`src/rtl/ilvm_pkg.sv`:
```
package ilvm_pkg;

    localparam int unsigned WORD_BYTES = 8;

    // Error flags gathered from the burst tracker and the channel table
    typedef struct packed {
        logic outside;
        logic sob_in_burst;
        logic sop_no_sob;
        logic eop_no_eob;
        logic sop_open;
        logic cont_closed;
    } ilvm_err_t;

    // Decoded view of one input cycle
    typedef struct packed {
        logic data;
        logic sob;
        logic sop;
        logic eob;
        logic eop;
    } ilvm_mark_t;

    // Bytes carried in one cycle, from word count and end-of-packet code
    function automatic int unsigned cycle_bytes(input int unsigned words,
                                                input logic [3:0] code);
        int unsigned last;
        if (words == 0) return 0;
        if (!code[3]) return words * WORD_BYTES;
        last = (code[2:0] == 3'd0) ? WORD_BYTES : int'(code[2:0]);
        return (words - 1) * WORD_BYTES + last;
    endfunction

endpackage

```
`src/rtl/ilvm_burst_track.sv`:
```
module ilvm_burst_track
    import ilvm_pkg::*;
#(
    parameter int CH_W = 4
) (
    input  logic            clk,
    input  logic            rst,
    input  ilvm_mark_t      mark,
    input  logic [CH_W-1:0] chan,
    output logic            take,
    output logic [CH_W-1:0] cyc_ch,
    output logic            e_outside,
    output logic            e_sob_in_burst,
    output logic            e_sop_no_sob,
    output logic            e_eop_no_eob
);

    logic            in_burst_q;
    logic [CH_W-1:0] cur_ch_q;

    // Cycle ownership: a burst start claims the input channel,
    // other data cycles inherit the channel of the open burst.
    always_comb begin
        take           = mark.data && (mark.sob || in_burst_q);
        cyc_ch         = mark.sob ? chan : cur_ch_q;
        e_outside      = mark.data && !mark.sob && !in_burst_q;
        e_sob_in_burst = mark.data && mark.sob && in_burst_q;
        e_sop_no_sob   = mark.data && mark.sop && !mark.sob;
        e_eop_no_eob   = mark.data && mark.eop && !mark.eob;
    end

    always_ff @(posedge clk) begin
        if (rst) begin
            in_burst_q <= 1'b0;
            cur_ch_q   <= '0;
        end else if (mark.data) begin
            if (mark.sob) begin
                in_burst_q <= !mark.eob;
                cur_ch_q   <= chan;
            end else if (in_burst_q) begin
                in_burst_q <= !mark.eob;
            end
        end
    end

    // idle cycles leave the burst state untouched
    p_idle_holds_burst_r2: assert property (@(posedge clk) disable iff (rst)
        !mark.data |=> ($stable(in_burst_q) && $stable(cur_ch_q)));

endmodule

```
`src/rtl/ilvm_chan_table.sv`:
```
module ilvm_chan_table
    import ilvm_pkg::*;
#(
    parameter int NUM_CH = 16,
    parameter int CNT_W  = 16,
    localparam int CH_W  = $clog2(NUM_CH)
) (
    input  logic             clk,
    input  logic             rst,
    input  logic             take,
    input  ilvm_mark_t       mark,
    input  logic [CH_W-1:0]  ch,
    input  logic [CNT_W-1:0] bytes,
    output logic             e_sop_open,
    output logic             e_cont_closed,
    output logic             done,
    output logic [CNT_W-1:0] done_bytes
);

    logic [NUM_CH-1:0] open_q;
    logic [CNT_W-1:0]  acc_q [NUM_CH];

    logic             is_sop;
    logic             ch_open;
    logic [CNT_W-1:0] sum;
    logic             wr_open;
    logic             wr_acc;
    logic             nxt_open;
    logic [CNT_W-1:0] nxt_acc;

    always_comb begin
        is_sop        = mark.sob && mark.sop;
        ch_open       = open_q[ch];
        sum           = acc_q[ch] + bytes;
        e_sop_open    = take && is_sop && ch_open;
        e_cont_closed = take && mark.sob && !mark.sop && !ch_open;

        wr_open    = 1'b0;
        wr_acc     = 1'b0;
        nxt_open   = 1'b0;
        nxt_acc    = '0;
        done       = 1'b0;
        done_bytes = '0;
        if (take && is_sop) begin
            wr_open  = 1'b1;
            nxt_open = !mark.eop;
            wr_acc   = 1'b1;
            nxt_acc  = bytes;
            if (mark.eop) begin
                done       = 1'b1;
                done_bytes = bytes;
            end
        end else if (take && ch_open) begin
            wr_acc  = 1'b1;
            nxt_acc = sum;
            if (mark.eop) begin
                wr_open    = 1'b1;
                nxt_open   = 1'b0;
                done       = 1'b1;
                done_bytes = sum;
            end
        end
    end

    for (genvar c = 0; c < NUM_CH; c++) begin : g_ch
        logic sel;
        assign sel = (ch == CH_W'(c));
        always_ff @(posedge clk) begin
            if (rst) begin
                open_q[c] <= 1'b0;
                acc_q[c]  <= '0;
            end else if (sel) begin
                if (wr_open) open_q[c] <= nxt_open;
                if (wr_acc)  acc_q[c]  <= nxt_acc;
            end
        end
    end

    // discarded continuation data never opens a channel
    p_cont_stays_closed_r10: assert property (@(posedge clk) disable iff (rst)
        e_cont_closed |=> !open_q[$past(ch)]);

    // a start-of-packet cycle without end leaves its channel open
    p_sop_opens_r4: assert property (@(posedge clk) disable iff (rst)
        (take && is_sop && !mark.eop) |=> open_q[$past(ch)]);

endmodule

```
`src/rtl/ilvm_report.sv`:
```
module ilvm_report
    import ilvm_pkg::*;
#(
    parameter int CH_W  = 4,
    parameter int CNT_W = 16
) (
    input  logic             clk,
    input  logic             rst,
    input  ilvm_err_t        err_d,
    input  logic             done_d,
    input  logic [CH_W-1:0]  chan_d,
    input  logic [CNT_W-1:0] bytes_d,
    output ilvm_err_t        err_q,
    output logic             done_q,
    output logic [CH_W-1:0]  chan_q,
    output logic [CNT_W-1:0] bytes_q
);

    always_ff @(posedge clk) begin
        if (rst) begin
            err_q   <= '0;
            done_q  <= 1'b0;
            chan_q  <= '0;
            bytes_q <= '0;
        end else begin
            err_q   <= err_d;
            done_q  <= done_d;
            chan_q  <= done_d ? chan_d  : '0;
            bytes_q <= done_d ? bytes_d : '0;
        end
    end

endmodule

```
`src/rtl/ilv_burst_mon.sv`:
```
module ilv_burst_mon
    import ilvm_pkg::*;
#(
    parameter int NUM_CH  = 16,
    parameter int WORDS   = 8,
    parameter int CNT_W   = 16,
    localparam int CH_W   = $clog2(NUM_CH),
    localparam int WCNT_W = $clog2(WORDS + 1)
) (
    input  logic              clk,
    input  logic              rst,
    input  logic [WCNT_W-1:0] in_words,
    input  logic              in_sop,
    input  logic              in_sob,
    input  logic              in_eob,
    input  logic [3:0]        in_eop_code,
    input  logic [CH_W-1:0]   in_chan,
    output logic              err_outside,
    output logic              err_sob_in_burst,
    output logic              err_sop_no_sob,
    output logic              err_eop_no_eob,
    output logic              err_sop_open,
    output logic              err_cont_closed,
    output logic              rpt_valid,
    output logic [CH_W-1:0]   rpt_chan,
    output logic [CNT_W-1:0]  rpt_bytes
);

    ilvm_mark_t       mark;
    ilvm_err_t        err_d;
    ilvm_err_t        err_q;
    logic             take;
    logic [CH_W-1:0]  cyc_ch;
    logic [CNT_W-1:0] cyc_bytes;
    logic             done;
    logic [CNT_W-1:0] done_bytes;

    always_comb begin
        mark.data = (in_words != '0);
        mark.sob  = in_sob;
        mark.sop  = in_sop;
        mark.eob  = in_eob;
        mark.eop  = in_eop_code[3];
        cyc_bytes = CNT_W'(cycle_bytes(int'(in_words), in_eop_code));
    end

    ilvm_burst_track #(.CH_W(CH_W)) u_burst (
        .clk            (clk),
        .rst            (rst),
        .mark           (mark),
        .chan           (in_chan),
        .take           (take),
        .cyc_ch         (cyc_ch),
        .e_outside      (err_d.outside),
        .e_sob_in_burst (err_d.sob_in_burst),
        .e_sop_no_sob   (err_d.sop_no_sob),
        .e_eop_no_eob   (err_d.eop_no_eob)
    );

    ilvm_chan_table #(.NUM_CH(NUM_CH), .CNT_W(CNT_W)) u_table (
        .clk           (clk),
        .rst           (rst),
        .take          (take),
        .mark          (mark),
        .ch            (cyc_ch),
        .bytes         (cyc_bytes),
        .e_sop_open    (err_d.sop_open),
        .e_cont_closed (err_d.cont_closed),
        .done          (done),
        .done_bytes    (done_bytes)
    );

    ilvm_report #(.CH_W(CH_W), .CNT_W(CNT_W)) u_rpt (
        .clk     (clk),
        .rst     (rst),
        .err_d   (err_d),
        .done_d  (done),
        .chan_d  (cyc_ch),
        .bytes_d (done_bytes),
        .err_q   (err_q),
        .done_q  (rpt_valid),
        .chan_q  (rpt_chan),
        .bytes_q (rpt_bytes)
    );

    assign err_outside      = err_q.outside;
    assign err_sob_in_burst = err_q.sob_in_burst;
    assign err_sop_no_sob   = err_q.sop_no_sob;
    assign err_eop_no_eob   = err_q.eop_no_eob;
    assign err_sop_open     = err_q.sop_open;
    assign err_cont_closed  = err_q.cont_closed;

    // idle input yields a silent next cycle
    p_idle_quiet_r2: assert property (@(posedge clk) disable iff (rst)
        (in_words == '0) |=> (!rpt_valid && err_q == '0));

    // a report always follows an end-of-packet data cycle
    p_rpt_after_eop_r12: assert property (@(posedge clk) disable iff (rst)
        rpt_valid |-> $past(in_eop_code[3] && in_words != '0));

    // a completed packet always holds at least one byte
    p_rpt_nonzero_r3: assert property (@(posedge clk) disable iff (rst)
        rpt_valid |-> (rpt_bytes != '0));

    // data outside a burst is only flagged when no burst start came
    p_outside_no_sob_r6: assert property (@(posedge clk) disable iff (rst)
        err_outside |-> $past(!in_sob));

    // the nested-burst flag follows a burst start
    p_nested_has_sob_r7: assert property (@(posedge clk) disable iff (rst)
        err_sob_in_burst |-> $past(in_sob));

    // the stray start-of-packet flag follows a cycle without burst start
    p_sop_alone_r11: assert property (@(posedge clk) disable iff (rst)
        err_sop_no_sob |-> $past(in_sop && !in_sob));

    // end-of-packet without end-of-burst
    p_eop_no_eob_r8: assert property (@(posedge clk) disable iff (rst)
        err_eop_no_eob |-> $past(in_eop_code[3] && !in_eob));

    // reopening is flagged only for a start-of-packet burst
    p_reopen_is_sop_r9: assert property (@(posedge clk) disable iff (rst)
        err_sop_open |-> $past(in_sop && in_sob));

endmodule

```
`config.mk`:
```
export PLATFORM = sky130hd
export DESIGN_NAME = ilv_burst_mon
export DESIGN_NICKNAME = d
export VERILOG_FILES = /design/src/rtl/ilvm_pkg.sv /design/src/rtl/ilvm_burst_track.sv /design/src/rtl/ilvm_chan_table.sv /design/src/rtl/ilvm_report.sv /design/src/rtl/ilv_burst_mon.sv
export SDC_FILE = /design/constraint.sdc
export NUM_CORES = 1
export LEC_CHECK = 0
export BUFFER_PORTS_ARGS = -buffer_cell sky130_fd_sc_hd__buf_2
export CORE_ASPECT_RATIO = 1.1
export CORE_UTILIZATION = 46
export CTS_CLUSTER_DIAMETER = 150
export DETAILED_ROUTE_END_ITERATION = 6
export GPL_TIMING_DRIVEN = 1
export PLACE_DENSITY_LB_ADDON = 0.05
export SKIP_CTS_REPAIR_TIMING = 1
export SKIP_LAST_GASP = 1
export SYNTH_ARGS = -nofsm -noshare
export SYNTH_HDL_FRONTEND = slang
export SYNTH_SLANG_ARGS = --single-unit
```
`constraint.sdc`:
```
create_clock -name clk -period 12.5 [get_ports clk]
set_input_delay 1.25 -clock clk [delete_from_list [all_inputs] [get_ports clk]]
set_output_delay 1.25 -clock clk [all_outputs]
set_load 0.01 [all_outputs]
```
==> flow_metrics.env, run 1 <==
export IMPL_grt_max_degree=70
export IMPL_io_pins=44
export IMPL_fill_cells=2595
export IMPL_setup_violations=0
export IMPL_dr_pass1_iters=5
export IMPL_grt_pass1_wl_microns=57500
export IMPL_clkLatencyLatePin_ns=0.51
export IMPL_synth_fp_nets=1161
export IMPL_ir_drop_v=0.000127
export IMPL_critPathKind="in2reg"
export IMPL_synthCells=1124
export IMPL_path_clk_slew_ns=0.06
export IMPL_fin_util_pct=52.6
export IMPL_portBuffers=43
export IMPL_grt_pass1_vias=8826
export IMPL_post_route_period_util_pct=51.4
export IMPL_htree_levels=2
export IMPL_via_per_inst=5.87
export IMPL_hp_class="reg2reg"
export IMPL_yosys_area_top_type="edfxtp_1"
export IMPL_syn_cell_area_sq_mm=0.0141
export IMPL_n_antenna_cell=0
export IMPL_drc=0
export IMPL_initialDrtViolationCount=754
export IMPL_drv_cap=0
export IMPL_r2r_start="u_burst.cur_ch_q[1]$_SDFFE_PP0N_"
export IMPL_clock_path_buffers=3
export IMPL_grt_overflow_total=0
export IMPL_crit_path_start="in_sob"
export IMPL_max_slew_margin_rel_pct=20.1
export IMPL_placed_area_sq_mm=0.0146
export IMPL_fmax_mhz=156
export IMPL_powerDensity_mw_per_mm2=154
export IMPL_p_leak_nw=5.50
export IMPL_vias=9185
export IMPL_cp_endpoint="u_table.acc_q[14][13]$_SDFFCE_PN0P_"
export IMPL_r2r_setup_slack_ns=7.05
export IMPL_die_h_microns=186
export IMPL_groute_usage_overall_pct=25.5
export IMPL_finalSetupTns_ns=0
export IMPL_required_ns=12.73
export IMPL_place_gp_congestion=0.903
export IMPL_worst_r2r_cell_count=15
export IMPL_layout_drive_gt1_share_pct=18.8
export IMPL_hpwl_microns=23600
export IMPL_synth_common_cells="304 x nor2_1, 256 x edfxtp_1, 62 x mux4_2, 48 x clkbuf_1, 48 x dfxtp_1"
export IMPL_layout_nets=1169
export IMPL_drv_slew=0
export IMPL_wl_microns=39000
export IMPL_min_period_ns=6.42
export IMPL_r2r_end="u_table.acc_q[14][13]$_SDFFCE_PN0P_"
export IMPL_grt_setup_unrepaired="false"
export IMPL_start_util_pct=47.2
export IMPL_wire_per_inst_microns=24.9
export IMPL_power_total_mw=2.42
export IMPL_cts_buffers=34
export IMPL_synth_ff_latch_count=304
export IMPL_yosys_top_cells_area="edfxtp_1 55%, mux4_2 9.9%, nor2_1 8.1%, dfxtp_1 6.8%, ha_1 1.7%"
export IMPL_endpoint_kind="register"
export IMPL_postSynthAreaPerCell_sq_um=12.5
export IMPL_ant_nets=0
export IMPL_worst_pin_slew_ns=1.20
export IMPL_dieArea_sq_mm=0.0314
export IMPL_startpoint_type="input pin"
export IMPL_critPathArrivalTime_ns=6.65
export IMPL_num_rows=66
export IMPL_die_w_microns=169
export IMPL_antenna_found_initial=1
export IMPL_stdcell_area_sq_mm=0.0157
export IMPL_netlist_area_leader_share_pct=54.5
export IMPL_status="finished, final reports clean"
export IMPL_cts_tree="built"
export IMPL_hold_viol=0
export IMPL_async_flop_share_pct=0
export IMPL_cts_root_buf="clkbuf_16"
export IMPL_yosysUniqueCellTypes=62
export IMPL_cts_sinks=304
export IMPL_yosys_most_used_dff="edfxtp_1"
export IMPL_synth_edff_count=256
export IMPL_crit_fanout=51
export IMPL_core_area_sq_mm=0.0299
export IMPL_area_growth_pct=11.4
export IMPL_layout_cells_non_filler=1565
export IMPL_post_place_cells=1504
export IMPL_synth_seq_area_share_pct=61.3
export IMPL_synth_most_common_cell="nor2_1"
export IMPL_yosys_warnings=0
export IMPL_skew_ns=0.00870
-- stage by stage --
step                      setup slack, ns  hold WS (ns)
final                                6.08         0.477
after CTS                            6.14         0.480
after global placement               5.70         0.460
after floorplan                      6.49         0.435
after global routing                 5.67         0.499
after detailed placement             5.62         0.464
-- power breakdown --
part           switching, mW  leakage (nW)  internal (mW)
logic                  0.176          1.91         0.0987
clock network          0.403         0.536          0.602
registers             0.0107          3.05           1.13
total                  0.590          5.50           1.83
-- cell usage in the layout, fill, tap and decap left out, types with 11 or more instances in the layout --
cell	count
ha_1	19
edfxtp_1	256
o22ai_1	30
nand3_1	15
dfxtp_1	48
a21oi_1	45
buf_4	18
mux4_2	62
clkbuf_1	13
a31o_2	16
inv_1	11
nor2_1	304
o21ai_0	44
mux2i_1	13
nand2_1	37
clkbuf_16	34
buf_2	43
xnor2_1	13
-- routing by layer --
metal | up-vias | wire [microns] | global-route usage (%) | part of all wire [%]
li1 | 4168 | - | - | -
met5 | - | 0 | 0 | 0
met1 | 4650 | 16800 | 34.6 | 43
met3 | 53 | 2170 | 3.51 | 5.6
met2 | 314 | 19000 | 42.7 | 49
met4 | 0 | 987 | 7.53 | 2.5
-- sequential cells by signal (all words and copies together) (netlist names) --
register            cells
u_table.acc_q         256
u_rpt.bytes_q          16
u_table.open_q         16
u_rpt.err_q             6
u_burst.cur_ch_q        4
u_rpt.chan_q            4
u_burst.in_burst_q      1
u_rpt.done_q            1
-- how the worst min path moves through the flow --
stage | startpoint | end | slack [ns] | depth (start not counted)
global route | u_table.open_q[5]$_SDFFE_PP0P_ | u_table.open_q[5]$_SDFFE_PP0P_ | 0.50 | 2
global placement | u_table.open_q[13]$_SDFFE_PP0P_ | u_table.open_q[13]$_SDFFE_PP0P_ | 0.46 | 2
floorplan | u_burst.in_burst_q$_SDFFE_PP0N_ | u_rpt.err_q[5]$_SDFF_PP0_ | 0.44 | 1
detailed placement | u_table.open_q[14]$_SDFFE_PP0P_ | u_table.open_q[14]$_SDFFE_PP0P_ | 0.46 | 2
finish | u_table.open_q[14]$_SDFFE_PP0P_ | u_table.open_q[14]$_SDFFE_PP0P_ | 0.48 | 2
CTS | u_table.open_q[14]$_SDFFE_PP0P_ | u_table.open_q[14]$_SDFFE_PP0P_ | 0.48 | 2
-- kinds of logic after synthesis --
kind of cell,after synthesis,share of synthesized area [%]
AOI/OAI and AO/OA,188,8.84
xor gates and xnor gates,17,1.06
adders and majority gates,20,1.83
buffers and inverters,101,3.20
DFF,304,61.3
muxes,78,11.1
and+or+nand+nor,416,12.7
-- worst max-delay path, stage by stage --
cell	delay, ns
buf_2	0.48
mux2i_4	0.33
buf_4	0.35
buf_4	0.75
mux4_2	0.41
o22ai_1	0.37
nor2_1	0.09
ha_1	0.27
a2111oi_0	0.41
o21ai_0	0.27
a41oi_1	0.42
o31ai_1	0.12
a21oi_1	0.20
xnor2_1	0.11
a21oi_2	0.67
nor2_1	0.11
-- area by class of cell --
| cell class | instances | area (sq um) | area share, % |
|---|---|---|---|
| flip-flops and latches | 304 | 8650 | 55.0 |
| inverters | 11 | 41.3 | 0.263 |
| clock buffers | 49 | 927 | 5.90 |
| repair buffers | 62 | 370 | 2.36 |
| well taps | 408 | 510 | 3.25 |
| multi-input cells | 719 | 5040 | 32.1 |
| clock inverters | 12 | 176 | 1.12 |
Power figures use the tool's default switching activity.
==> inputs of run 2 (changes only) <==
==> constraint.sdc (replaced) <==
create_clock -name clk -period 5.8 [get_ports clk]
set_input_delay 0.58 -clock clk [delete_from_list [all_inputs] [get_ports clk]]
set_output_delay 0.58 -clock clk [all_outputs]
set_load 0.01 [all_outputs]
==> run 2 against run 1 <==
  * Flip-flop and latch count stayed put
  * First-iteration DRC count is 16% higher
  * Largest power group unchanged
  * Total power is 120% higher
  * Global-route usage is 0.90 points higher
  * Sequential share of layout area is 1.1 points lower
  * Routed wire length is 3.3% higher
  * Setup slack worse by 5.0 ns
  * Final area is 2.0% higher
==> flow_metrics.env, run 2 (synthesis gave the netlist of run 1 again) <==
export IMPL_cts_sinks=304
export IMPL_hold_slack_ns=0.250
export IMPL_io_pins=44
export IMPL_cts_buffers=35
export IMPL_htree_levels=2
export IMPL_critical_path_top_delay_family="compound AO/OA/AOI/OAI gates"
export IMPL_antenna_found_initial=1
export IMPL_top_register="u_table.acc_q"
export IMPL_layout_common_cells="304 x nor2_1, 256 x edfxtp_1, 62 x mux4_2, 48 x dfxtp_1, 46 x buf_4"
export IMPL_num_rows=66
export IMPL_critPathBufInv=5
export IMPL_crit_slowest_cell="mux4_2"
export IMPL_r2r_start="u_burst.cur_ch_q[0]$_SDFFE_PP0N_"
export IMPL_hp_class="in2reg"
export IMPL_grt_overflow_total=0
export IMPL_via_per_inst=5.89
export IMPL_fmax_mhz=212
export IMPL_layout_commonest_cell="nor2_1"
export IMPL_combPwrFrac_pct=11.7
export IMPL_clkLatencyLatePin_ns=0.52
export IMPL_cts_tree="built"
export IMPL_p_leak_nw=5.67
export IMPL_skew_ns=0.0125
export IMPL_placed_area_sq_mm=0.0149
export IMPL_worst_slack_ns=1.08
export IMPL_path_cells="buf_2, mux2i_4, buf_12, mux4_2, o22ai_1, nor2_1, ha_1, inv_1, fa_1, nor2b_1, o31ai_1, buf_4, a21oi_1, o31a_1, o31ai_1, xnor2_1, a21oi_1, buf_4, nor2_1"
export IMPL_crit_fanout=36
export IMPL_grt_pass1_vias=9100
export IMPL_hpwl_microns=25200
export IMPL_p_seq_share_pct=46.0
export IMPL_ir_drop_v=0.000232
export IMPL_grt_setup_unrepaired="false"
export IMPL_wl_microns=40300
export IMPL_fill_cells=2600
export IMPL_worstHoldPathCells=2
export IMPL_critPathArrivalTime_ns=4.96
export IMPL_required_ns=6.03
export IMPL_drv_slew=0
export IMPL_power_share_clock_pct=42.3
export IMPL_path_clk_slew_ns=0.06
export IMPL_clock_path_buffers=3
export IMPL_initialDrtViolationCount=876
export IMPL_die_h_microns=186
export IMPL_cp_slowest_stage_delay_ns=0.56
export IMPL_critPathKind="in2reg"
export IMPL_max_slew_margin_rel_pct=28.5
export IMPL_p_sw_mw=1.31
export IMPL_r2r_end="u_table.acc_q[12][14]$_SDFFCE_PN0P_"
export IMPL_dr_pass1_iters=5
export IMPL_dieArea_sq_mm=0.0314
export IMPL_die_w_microns=169
export IMPL_core_area_sq_mm=0.0299
export IMPL_place_ws_ns=0.573
export IMPL_min_period_ns=4.72
export IMPL_area_growth_pct=13.7
export IMPL_layout_nets=1200
export IMPL_layout_drive_gt1_share_pct=21.2
export IMPL_p_int_mw=4.04
export IMPL_hold_viol=0
export IMPL_endpoint_kind="register"
export IMPL_r2r_setup_slack_ns=1.10
export IMPL_whs_endpoint="u_rpt.err_q[2]$_SDFF_PP0_"
export IMPL_ant_nets=0
export IMPL_place_gp_congestion=0.873
export IMPL_status="finished, final reports clean"
export IMPL_finalSetupTns_ns=0
export IMPL_post_route_period_util_pct=81.4
export IMPL_stdcell_area_sq_mm=0.0160
export IMPL_worst_pin_slew_ns=1.07
export IMPL_top_regs="u_table.acc_q: 256 flops, u_rpt.bytes_q: 16 flops, u_table.open_q: 16 flops"
export IMPL_powerDensity_mw_per_mm2=334
export IMPL_swShare_pct=24.5
export IMPL_hp_start="in_eob"
export IMPL_vias=9423
export IMPL_wire_per_inst_microns=25.2
export IMPL_largest_reg_flops=256
export IMPL_cts_root_buf="clkbuf_16"
export IMPL_grt_max_degree=45
export IMPL_power_total_mw=5.35
export IMPL_groute_usage_overall_pct=26.4
export IMPL_worst_r2r_cell_count=18
export IMPL_path_depth=19
export IMPL_start_util_pct=47.2
export IMPL_setup_violations=0
export IMPL_drv_cap=0
export IMPL_grt_pass1_wl_microns=59000
export IMPL_startpoint_type="input pin"
export IMPL_portBuffers=43
export IMPL_drc=0
## run 2: metrics by stage
| step | std cells | utilization (%) |
|---|---|---|
| detailed placement | 1534 | 49.7 |
| floorplan | 1124 | - |
| global placement | 1534 | 49.7 |
| CTS | 1598 | 53.6 |
| finish | 1599 | 53.6 |
| global route | 1599 | 53.6 |
## run 2: power by group through the flow
stage          Sequential, mW  Clock [mW]  Combinational [mW]
3_3_place_gp             2.51           0               0.624
5_1_grt                  2.47        2.37               0.668
6_report                 2.46        2.26               0.627
3_5_place_dp             2.51           0               0.624
2_1_floorplan            2.50           0               0.417
4_1_cts                  2.46        2.29               0.627
## run 2: worst max path at each step
stage	from	to	slack, ns
after global routing	in_sob	u_table.acc_q[13][14]$_SDFFCE_PN0P_	0.73
after CTS	in_sob	u_table.acc_q[12][14]$_SDFFCE_PN0P_	1.11
final	in_sob	u_table.acc_q[12][14]$_SDFFCE_PN0P_	1.08
after detailed placement	in_sob	u_table.acc_q[12][14]$_SDFFCE_PN0P_	0.57
after global placement	in_sob	u_table.acc_q[12][14]$_SDFFCE_PN0P_	0.58
after floorplan	in_sob	u_table.acc_q[0][14]$_SDFFCE_PN0P_	0.46
## run 2: layout make-up
type / instances / area, sq um / share of cell area [%]
Sequential cell: 304 / 8650 / 54.0
Tap cell: 408 / 510 / 3.19
Clock buffer: 46 / 937 / 5.85
Inverter: 11 / 41.3 / 0.258
Antenna cell: 1 / 2.50 / 0.0156
Multi-Input combinational cell: 719 / 5040 / 31.4
Clock inverter: 18 / 228 / 1.42
Timing Repair Buffer: 92 / 621 / 3.87
## run 2: worst reg2reg max path: cells and delay by family (launching register included)
| kind | cells | cell delay [ns] |
|---|---|---|
| AND/OR/NAND/NOR | 3 | 0.24 |
| multiplexers | 2 | 0.90 |
| buffers and inverters | 4 | 0.79 |
| XOR/XNOR | 1 | 0.10 |
| AO/OA/AOI/OAI | 6 | 1.47 |
| adder cells (fa/ha/maj) | 2 | 0.46 |
| flip-flops | 1 | 0.45 |
## run 2: per-layer routing
metal / part of all wire (%) / wire (microns) / track usage [%] / up-vias
met3: 5.8 / 2330 / 3.74 / 81
li1: - / - / - / 4236
met5: 0 / 0 / 0 / -
met1: 43 / 17400 / 35.6 / 4748
met2: 47 / 19000 / 43.0 / 358
met4: 4.0 / 1620 / 10.8 / 0
